## src/rtl/fcp_pkg.sv

```systemverilog
package fcp_pkg;
   localparam logic [7:0] FCP_SOF     = 8'h02;
   localparam logic [7:0] FCP_EOF     = 8'h03;
   localparam logic [7:0] FCP_ESC     = 8'h1B;
   localparam logic [7:0] FCP_ESC_SOF = 8'hE7;
   localparam logic [7:0] FCP_ESC_EOF = 8'hE8;
   localparam logic [7:0] FCP_ESC_ESC = 8'h00;

   typedef enum logic [1:0] {
      ST_HUNT  = 2'd0,
      ST_BODY  = 2'd1,
      ST_PARSE = 2'd2
   } fcp_state_t;
endpackage

```

## src/rtl/fcp_unstuff.sv

```systemverilog
module fcp_unstuff
   import fcp_pkg::*;
(
   input  logic       clk,
   input  logic       rst_n,
   input  logic       byte_vld,
   input  logic [7:0] byte_in,
   input  logic       in_body,
   output logic       ev_sof,
   output logic       ev_eof,
   output logic       ev_data,
   output logic       ev_bad,
   output logic [7:0] data_out
);
   logic esc_q;

   always_ff @(posedge clk) begin
      if (!rst_n)
         esc_q <= 1'b0;
      else if (byte_vld)
         esc_q <= in_body && !esc_q && (byte_in == FCP_ESC);
   end

   always_comb begin
      ev_sof   = 1'b0;
      ev_eof   = 1'b0;
      ev_data  = 1'b0;
      ev_bad   = 1'b0;
      data_out = byte_in;
      if (byte_vld && in_body) begin
         if (esc_q) begin
            unique case (byte_in)
               FCP_ESC_SOF: begin ev_data = 1'b1; data_out = FCP_SOF; end
               FCP_ESC_EOF: begin ev_data = 1'b1; data_out = FCP_EOF; end
               FCP_ESC_ESC: begin ev_data = 1'b1; data_out = FCP_ESC; end
               default:     ev_bad = 1'b1;
            endcase
         end else begin
            unique case (byte_in)
               FCP_SOF: ev_sof  = 1'b1;
               FCP_EOF: ev_eof  = 1'b1;
               FCP_ESC: ev_data = 1'b0;
               default: ev_data = 1'b1;
            endcase
         end
      end
   end
endmodule

```

## src/rtl/fcp_writer.sv

```systemverilog
module fcp_writer #(
   parameter int AW = 8,
   localparam int LW = AW + 1,
   localparam int MAXN = 1 << AW
) (
   input  logic          clk,
   input  logic          rst_n,
   input  logic          clr,
   input  logic          push,
   input  logic [7:0]    push_byte,
   input  logic          finish,
   output logic          full,
   output logic          one_byte,
   output logic [7:0]    held,
   output logic          ram_we,
   output logic [AW-1:0] ram_addr,
   output logic [7:0]    ram_wdata,
   output logic [LW-1:0] frame_len
);
   logic [LW-1:0] cnt_q;
   logic [LW-1:0] cnt_m1;

   assign full     = (cnt_q == LW'(MAXN));
   assign one_byte = (cnt_q == LW'(1));
   assign cnt_m1   = cnt_q - LW'(1);

   always_ff @(posedge clk) begin
      if (!rst_n) begin
         cnt_q     <= '0;
         held      <= '0;
         ram_we    <= 1'b0;
         ram_addr  <= '0;
         ram_wdata <= '0;
         frame_len <= '0;
      end else begin
         ram_we <= 1'b0;
         if (clr) begin
            cnt_q <= '0;
         end else if (push) begin
            if (cnt_q != '0) begin
               ram_we    <= 1'b1;
               ram_addr  <= cnt_m1[AW-1:0];
               ram_wdata <= held;
            end
            held  <= push_byte;
            cnt_q <= cnt_q + LW'(1);
         end else if (finish && (cnt_q > LW'(1))) begin
            ram_we    <= 1'b1;
            ram_addr  <= cnt_m1[AW-1:0];
            ram_wdata <= held;
            frame_len <= cnt_q;
         end
      end
   end
endmodule

```

## src/rtl/fcp_cmd_decode.sv

```systemverilog
module fcp_cmd_decode #(
   parameter logic [7:0] START_CODE = 8'h01,
   parameter logic [7:0] STOP_CODE  = 8'h00,
   parameter bit         FLAG_UNKNOWN = 1'b1
) (
   input  logic       clk,
   input  logic       rst_n,
   input  logic       fire,
   input  logic [7:0] code,
   output logic       start_p,
   output logic       stop_p,
   output logic       unknown_p
);
   logic hit_start, hit_stop;

   assign hit_start = (code == START_CODE);
   assign hit_stop  = (code == STOP_CODE);

   always_ff @(posedge clk) begin
      if (!rst_n) begin
         start_p <= 1'b0;
         stop_p  <= 1'b0;
      end else begin
         start_p <= fire && hit_start;
         stop_p  <= fire && hit_stop;
      end
   end

   generate
      if (FLAG_UNKNOWN) begin : g_unknown
         always_ff @(posedge clk) begin
            if (!rst_n)
               unknown_p <= 1'b0;
            else
               unknown_p <= fire && !hit_start && !hit_stop;
         end
      end else begin : g_no_unknown
         assign unknown_p = 1'b0;
      end
   endgenerate
endmodule

```

## src/rtl/frame_cmd_parser.sv

```systemverilog
module frame_cmd_parser
   import fcp_pkg::*;
#(
   parameter int         AW = 8,
   parameter logic [7:0] START_CODE = 8'h01,
   parameter logic [7:0] STOP_CODE  = 8'h00,
   parameter bit         FLAG_UNKNOWN = 1'b1,
   localparam int        LW = AW + 1
) (
   input  logic          clk,
   input  logic          rst_n,
   input  logic          rx_valid,
   input  logic [7:0]    rx_byte,
   output logic          ram_we,
   output logic [AW-1:0] ram_addr,
   output logic [7:0]    ram_wdata,
   output logic [LW-1:0] frame_len,
   output logic          cmd_start,
   output logic          cmd_stop,
   output logic          cmd_unknown
);
   generate
      if (AW < 1 || AW > 16) begin : g_bad_aw
         $error("frame_cmd_parser: AW must lie in 1..16");
      end
      if (START_CODE == STOP_CODE) begin : g_bad_codes
         $error("frame_cmd_parser: start and stop codes must differ");
      end
   endgenerate

   fcp_state_t state_q, state_d;
   logic       in_body;
   logic       ev_sof, ev_eof, ev_data, ev_bad;
   logic [7:0] dec_byte;
   logic       hunt_sof, w_full, w_one, push, open_frame, cmd_fire;
   logic [7:0] w_held;

   assign in_body  = (state_q == ST_BODY);
   assign hunt_sof = rx_valid && !in_body && (rx_byte == FCP_SOF);

   fcp_unstuff u_unstuff (
      .clk      (clk),
      .rst_n    (rst_n),
      .byte_vld (rx_valid),
      .byte_in  (rx_byte),
      .in_body  (in_body),
      .ev_sof   (ev_sof),
      .ev_eof   (ev_eof),
      .ev_data  (ev_data),
      .ev_bad   (ev_bad),
      .data_out (dec_byte)
   );

   assign open_frame = hunt_sof || ev_sof;
   assign push       = ev_data && !w_full;
   assign cmd_fire   = ev_eof && w_one;

   always_comb begin
      state_d = state_q;
      unique case (state_q)
         ST_HUNT, ST_PARSE: begin
            if (rx_valid) state_d = hunt_sof ? ST_BODY : ST_HUNT;
         end
         ST_BODY: begin
            if (ev_bad || (ev_data && w_full)) state_d = ST_HUNT;
            else if (ev_eof)                   state_d = ST_PARSE;
         end
         default: state_d = ST_HUNT;
      endcase
   end

   always_ff @(posedge clk) begin
      if (!rst_n) state_q <= ST_HUNT;
      else        state_q <= state_d;
   end

   fcp_writer #(.AW(AW)) u_writer (
      .clk       (clk),
      .rst_n     (rst_n),
      .clr       (open_frame),
      .push      (push),
      .push_byte (dec_byte),
      .finish    (ev_eof),
      .full      (w_full),
      .one_byte  (w_one),
      .held      (w_held),
      .ram_we    (ram_we),
      .ram_addr  (ram_addr),
      .ram_wdata (ram_wdata),
      .frame_len (frame_len)
   );

   fcp_cmd_decode #(
      .START_CODE   (START_CODE),
      .STOP_CODE    (STOP_CODE),
      .FLAG_UNKNOWN (FLAG_UNKNOWN)
   ) u_cmd (
      .clk       (clk),
      .rst_n     (rst_n),
      .fire      (cmd_fire),
      .code      (w_held),
      .start_p   (cmd_start),
      .stop_p    (cmd_stop),
      .unknown_p (cmd_unknown)
   );
endmodule

```

## config.mk

```make
export PLATFORM = sky130hd
export DESIGN_NAME = frame_cmd_parser
export DESIGN_NICKNAME = d
export VERILOG_FILES = /design/src/rtl/fcp_pkg.sv /design/src/rtl/fcp_unstuff.sv /design/src/rtl/fcp_writer.sv /design/src/rtl/fcp_cmd_decode.sv /design/src/rtl/frame_cmd_parser.sv
export SDC_FILE = /design/constraint.sdc
export NUM_CORES = 1
export LEC_CHECK = 0
export BUFFER_PORTS_ARGS = -buffer_cell sky130_fd_sc_hd__buf_4
export CAP_MARGIN = 10
export CORE_MARGIN = 2
export CORE_UTILIZATION = 51
export DETAILED_ROUTE_END_ITERATION = 8
export GPL_ROUTABILITY_DRIVEN = 0
export PLACE_DENSITY = 0.76
export SETUP_SLACK_MARGIN = 0.3
export SLEW_MARGIN = 20
export SYNTH_ARGS = -nofsm -noshare
export SYNTH_HDL_FRONTEND = slang
export SYNTH_SLANG_ARGS = --single-unit
```

## constraint.sdc

```tcl
create_clock -name clk -period 2 [get_ports clk]
set_input_delay 0 -clock clk [delete_from_list [all_inputs] [get_ports clk]]
set_output_delay 0 -clock clk [all_outputs]
set_load 0.02 [all_outputs]
```

# ---- Word-level counts from Yosys, hierarchy flattened
# Cells that the tools add are included.
dict set report word_totals {
  ff_bits 49
  inputBits 11
}
dict set report op_classes {
  add_sub_neg 2
  order_cmp 1
  eq_ne 13
  n_mux 30
  bitwise 3
  reduce_logical 33
}
# cell n
set ops {}
lappend ops {{2-to-1 mux 8 bit} 8}
lappend ops {{one-hot mux 8 bit (3 select lines)} 1}
lappend ops {{2-to-1 mux 1 bit} 17}
lappend ops {{== test 8 x 2 -> 1 bit, second input constant} 2}
lappend ops {{== test 8 bit, second input constant} 2}
lappend ops {{logical NOT 8 bit} 2}
lappend ops {{logical AND 1 bit} 13}
lappend ops {{adder 9 x 1 -> 9 bit, second input constant} 1}
lappend ops {{== test 9 x 1 -> 1 bit, second input constant} 1}
lappend ops {{== test 9 bit, second input constant} 1}
lappend ops {{> comparator 9 x 1 -> 1 bit, second input constant} 1}
lappend ops {{nonzero test 9 bit} 1}
lappend ops {{== test 8 x 1 -> 1 bit, second input constant} 1}
lappend ops {{== test 8 x 5 -> 1 bit, second input constant} 1}
lappend ops {{subtractor 8 x 1 -> 8 bit, second input constant} 1}
lappend ops {{2-to-1 mux 2 bit} 3}
lappend ops {{AND reduction 3 bit} 2}
lappend ops {{OR reduction 3 bit} 2}
lappend ops {{logical NOT 1 bit} 5}
lappend ops {{one-hot mux 2 bit (2 select lines)} 1}
lappend ops {{AND reduction 2 bit} 2}
lappend ops {{OR reduction 2 bit} 2}
lappend ops {{!= test 3 x 1 -> 1 bit, second input constant} 1}
lappend ops {{inverter 1 bit} 3}
lappend ops {{7 further kinds} 8}

# ---- Logic depth before layout (Yosys ltp)
dict set report logic_depth {
  ltp_word 9
  mapped_depth 8
  depth_no_buf 7
}

# ---- Cells and area by module
# Synthesis repeated with hierarchy kept, for this count alone.
dict set report hier_totals {
  cells_unflattened 281
  hier_area_um2 2503.7
}
# module instances cells_per_inst area_each_um2 seq_area_each_um2
set by_module_without_submodules {}
lappend by_module_without_submodules {fcp_writer 1 213 1930.6 860.8}
lappend by_module_without_submodules {fcp_unstuff 1 40 281.5 20.0}
lappend by_module_without_submodules {frame_cmd_parser 1 18 177.7 40.0}
lappend by_module_without_submodules {fcp_cmd_decode 1 10 113.9 60.1}

# ---- Worst setup path before layout
# OpenSTA, ideal clock, no wires.
dict set report synth_path {
  path_kind {reg-to-reg}
  startpoint {reg u_writer.cnt_q[0]}
  endpoint {reg u_writer.held[1]}
  t_arrival_ps 1875
  required_time_ps 1884
  path_slack_ps 9
  stages_incl_launch_ff 7
  period_less_slack_ps 1991
  cell_sequence {dfxtp_1 inv_1 ha_1 nor3b_1 and3_1 or4b_2 o211a_1}
}
dict set report synth_between {
  elab_chain_len 4
}
# item line
set synth_lines {}
lappend synth_lines {{start: declaration} fcp_writer.sv:20} ;# logic [LW-1:0] cnt_q;
lappend synth_lines {{start signal: assignment} fcp_writer.sv:46} ;# cnt_q <= cnt_q + LW'(1);
lappend synth_lines {{== test 9 bit} fcp_writer.sv:23} ;# assign full = (cnt_q == LW'(MAXN));
lappend synth_lines {{logical NOT 1 bit} frame_cmd_parser.sv:55} ;# assign push = ev_data && !w_full;
lappend synth_lines {{logical AND 1 bit} frame_cmd_parser.sv:55}
lappend synth_lines {{AND reduction 2 bit (no line)} n/a}
lappend synth_lines {{end signal: assignment} fcp_writer.sv:45} ;# held <= push_byte;
lappend synth_lines {{end: declaration} fcp_writer.sv:14} ;# output logic [7:0] held,
# Every way passes these cells.
# A chain may end at the register's enable or synchronous reset.

# ---- Worst setup path in the final report
dict set report layout_path {
  startpoint {reg state_q[1]}
  endpoint {reg u_writer.ram_addr[3]}
}
dict set report layout_between {
  elab_chain_len 7
}
# item line
set layout_lines {}
lappend layout_lines {{start: declaration} frame_cmd_parser.sv:31} ;# fcp_state_t state_q, state_d;
lappend layout_lines {{start signal: assignment} frame_cmd_parser.sv:74} ;# else state_q <= state_d;
lappend layout_lines {{== test 2 x 1 -> 1 bit *} frame_cmd_parser.sv:38} ;# assign in_body = (state_q == ST_BODY);
lappend layout_lines {{branches (longest 6 deep; another with AND reduction 3 bit)} n/a}
lappend layout_lines {{end signal: assignment} fcp_writer.sv:42} ;# ram_addr <= cnt_m1[AW-1:0];
lappend layout_lines {{end signal: assignment} fcp_writer.sv:49} ;# ram_addr <= cnt_m1[AW-1:0];
lappend layout_lines {{end: declaration} fcp_writer.sv:16} ;# output logic [AW-1:0] ram_addr,
# Mark *: on every way between the ends.

==> flow_metrics.tcl <==
set metrics [dict create \
    sequentialPowerShare_pct 55.8 \
    synth_enable_flop_cells 0 \
    route.detailed.drc 0 \
    intPower_mw 1.32 \
    antenna_violations_before_repair 0 \
    ctsRootBufferMaster "sky130_fd_sc_hd__clkbuf_8" \
    synth-adder-area-share_pct 1.97 \
    vias 2768 \
    r2r_end "u_writer.ram_addr[3]" \
    synthesis.instances 282 \
    r2r-start "state_q[1]" \
    ctsHtreeMaxLevel 2 \
    drt_first_iter_violations 351 \
    hold_path_end "u_unstuff.esc_q" \
    routed_wirelength_mm 8.94 \
    worstPathCellList "nand4bb_4, or4_4, buf_6, o22ai_4, nor3_1, a311oi_1" \
    routed_via_density 6.29 \
    post_synth_mux_area_share_pct 9.84 \
    violations "hold timing" \
    holdPathStages 3 \
    grt_setup_unrepaired "yes" \
    syn2layout_area_growth_pct 48.0 \
    worst_ep_required_time_ps 2230 \
    report.final.setup_viol 0 \
    grt_overflow_total 0 \
    grtUsageTotal_pct 25.6 \
    layout_cells_sized_above_1_pct 43.4 \
    p_clk_share_pct 38.2 \
    pwr_density_cell_nw_per_um2 462 \
    timing.critical_path.to_type "flop" \
    ys_ff_latch 49 \
    yosys_most_used_dff "sky130_fd_sc_hd__dfxtp_1" \
    placedCellCount 390 \
    die_area_um2 5570 \
    status "finished, violations left" \
    timing.reg2reg.worst_path_depth 6 \
    maxCapViolations 0 \
    grt_pass1_wl_mm 10.9 \
    synth-compound-area-share_pct 15.2 \
    drt_pass1_iterations 5 \
    total_power_mw 1.74 \
    tritoncts "done" \
    yosys.cell_types.count 56 \
    mostFrequentLayoutCell "sky130_fd_sc_hd__buf_4" \
    synthesis.nets 297 \
    ctsLongestPathBuffers 2 \
    irDropWorstVdd_v 0.000336 \
    synth_xor_xnor_area_share_pct 1.72 \
    post_synth_instance_area_um2 2540 \
    postSynth.asyncResetShare_pct 0 \
    worst_path_max_delay_cell "sky130_fd_sc_hd__or4_4" \
    antenna_cells 0 \
    yosysSeqAreaShare_pct 38.6 \
    critPathMaxFanout 6 \
    start_util_pct 53.5 \
    ant_nets 0 \
    finClkSkew_ps 14.9 \
    timing.reg2reg.setup_slack_ps 90 \
    worst_setup_hold_path_clk_slew_ps 100 \
    main_combinational_cell_family_by_area_after_synthesis "simple AND/OR/NAND/NOR gates" \
    io_buffers 39 \
    p_leak_nw 1.53 \
    syn_area_per_cell_um2 9.02 \
    number_of_hold_slack_violations_in_the_final_timing_report 1 \
    post-route-period-util_pct 95.6 \
    worst_path_largest_cell_delay_ps 550 \
    yosys.area_share.simple_pct 26.9 \
    worstHoldStart "rx_valid" \
    detail_route.wl_per_cell_um 20.3 \
    min_period_ps 1910 \
    cts_inserted_buffers 5 \
    finalNetCount 387 \
    worst-setup-path-type "reg -> reg" \
    stdcell_count 440 \
    design.core.area_um2 4750 \
    yosysWarningCount 0 \
    final.hold.worst_slack_ps -4.71 \
    clock_sinks 49 \
    clk_latency_ps 320 \
    maxSlewViolCount 0 \
    rows 25 \
    crit_path_start_kind "flop" \
    slew_headroom_pct 61.1 \
    switching_power_mw 0.417 \
    die_height_um 74.6 \
    worst-slew-pin-transition_ps 579 \
    max_freq_mhz 523 \
    critical_path_arrival_ps 2140 \
    first_global_vias 2268 \
    p_comb_share_pct 6.0 \
    io_pins 40 \
    hold_path.class "in -> reg" \
    netSwitchingFraction_pct 24.0 \
    most-common-layout-cells "sky130_fd_sc_hd__buf_4, sky130_fd_sc_hd__dfxtp_1, sky130_fd_sc_hd__nand2_1" \
    pin_count_of_the_biggest_net_entering_global_routing 25 \
    place.detailed.hpwl_mm 4.23 \
    chip_width_um 74.6 \
    timing.setup.tns_ps 0 \
]
-- Yosys cell counts, types with 5 or more instances --
library cell | count | area (um2)
sky130_fd_sc_hd__buf_6 | 5 | 56.3
sky130_fd_sc_hd__a211oi_1 | 6 | 45.0
sky130_fd_sc_hd__nand2_1 | 37 | 139
sky130_fd_sc_hd__inv_1 | 6 | 22.5
sky130_fd_sc_hd__nand2b_1 | 11 | 68.8
sky130_fd_sc_hd__nand3_1 | 14 | 70.1
sky130_fd_sc_hd__mux2i_1 | 25 | 250
sky130_fd_sc_hd__clkbuf_1 | 5 | 18.8
sky130_fd_sc_hd__a21oi_1 | 22 | 110
sky130_fd_sc_hd__dfxtp_1 | 49 | 981
sky130_fd_sc_hd__nor2_1 | 16 | 60.1
sky130_fd_sc_hd__nor3_1 | 13 | 65.1
sky130_fd_sc_hd__o21ai_0 | 6 | 30.0
-- area by class of cell --
cell class              instances  area, um2
multi-input cells             213       1720
flip-flops and latches         49        998
fillers                       280        991
repair buffers                 97        823
clock buffers                   7       96.3
well taps                      67       83.8
inverters                       6       37.5
clock inverters                 1       5.00
-- how the worst max path moves through the flow --
| stage | end | slack (ps) | from |
|---|---|---|---|
| finish | u_writer.ram_addr[3] | 90 | state_q[1] |
| global route | u_writer.ram_addr[7] | 1 | state_q[1] |
| CTS | u_writer.ram_wdata[6] | 110 | state_q[1] |
| detailed placement | u_writer.ram_wdata[6] | 70 | u_unstuff.esc_q |
| global placement | u_writer.held[1] | 100 | u_writer.cnt_q[1] |
| floorplan | u_writer.held[1] | 170 | u_writer.cnt_q[1] |
-- repair_timing --
item                       in CTS  in global routing
hold endpoints to repair        2                  0
hold buffers                    3                  0
setup buffers                   9                 26
gates cloned                    4                  0
setup endpoints to repair      45                 48
gates resized for setup        21                 53
pin swaps                       8                 37
-- registers in the layout, indices dropped and copies added (netlist names), 2 cells and up --
signal / flops
u_writer.cnt_q: 9
u_writer.ram_addr: 8
u_writer.frame_len: 9
state_q: 2
u_writer.ram_wdata: 8
u_writer.held: 8
-- cells by family (layout without fill, tap and decap cells) --
| family | after synthesis | in the layout |
|---|---|---|
| xor+xnor | 5 | 5 |
| fa+ha+maj | 4 | 4 |
| simple gates | 123 | 124 |
| compound gates | 54 | 55 |
| flops | 49 | 49 |
| buf+inv | 22 | 111 |
| mux | 25 | 25 |
-- through the flow --
step	setup slack, ps	cell area, um2	utilization [%]
final	88.9	3760	79.2
after floorplan	170	2590	-
after global routing	1.44	3760	79.2
after global placement	95.0	2980	62.6
after CTS	109	3340	70.2
after detailed placement	72.6	2980	62.6
-- layer usage --
layer,share of wire (%),vias to the layer above,track usage (%)
met2,48,207,41.0
met3,8.7,39,4.42
met5,0,-,0
met1,40,1323,34.5
met4,3.8,0,10.3
li1,-,1199,-
-- power groups by stage --
stage	clock network [mW]	logic [mW]	registers (mW)
finish	0.665	0.104	0.970
global route	0.701	0.109	0.970
CTS	0.662	0.0912	0.971
detailed placement	0	0.0840	0.997
global placement	0	0.0825	0.997
floorplan	0	0.0455	0.997
-- critical path, delay by kind of cell, from the launching register on --
| family | cells | cell delay [ps] |
|---|---|---|
| buf+inv | 1 | 160 |
| simple gates | 3 | 860 |
| compound gates | 2 | 430 |
| flops | 1 | 370 |
Note: power is estimated with default switching activity, not from simulation.
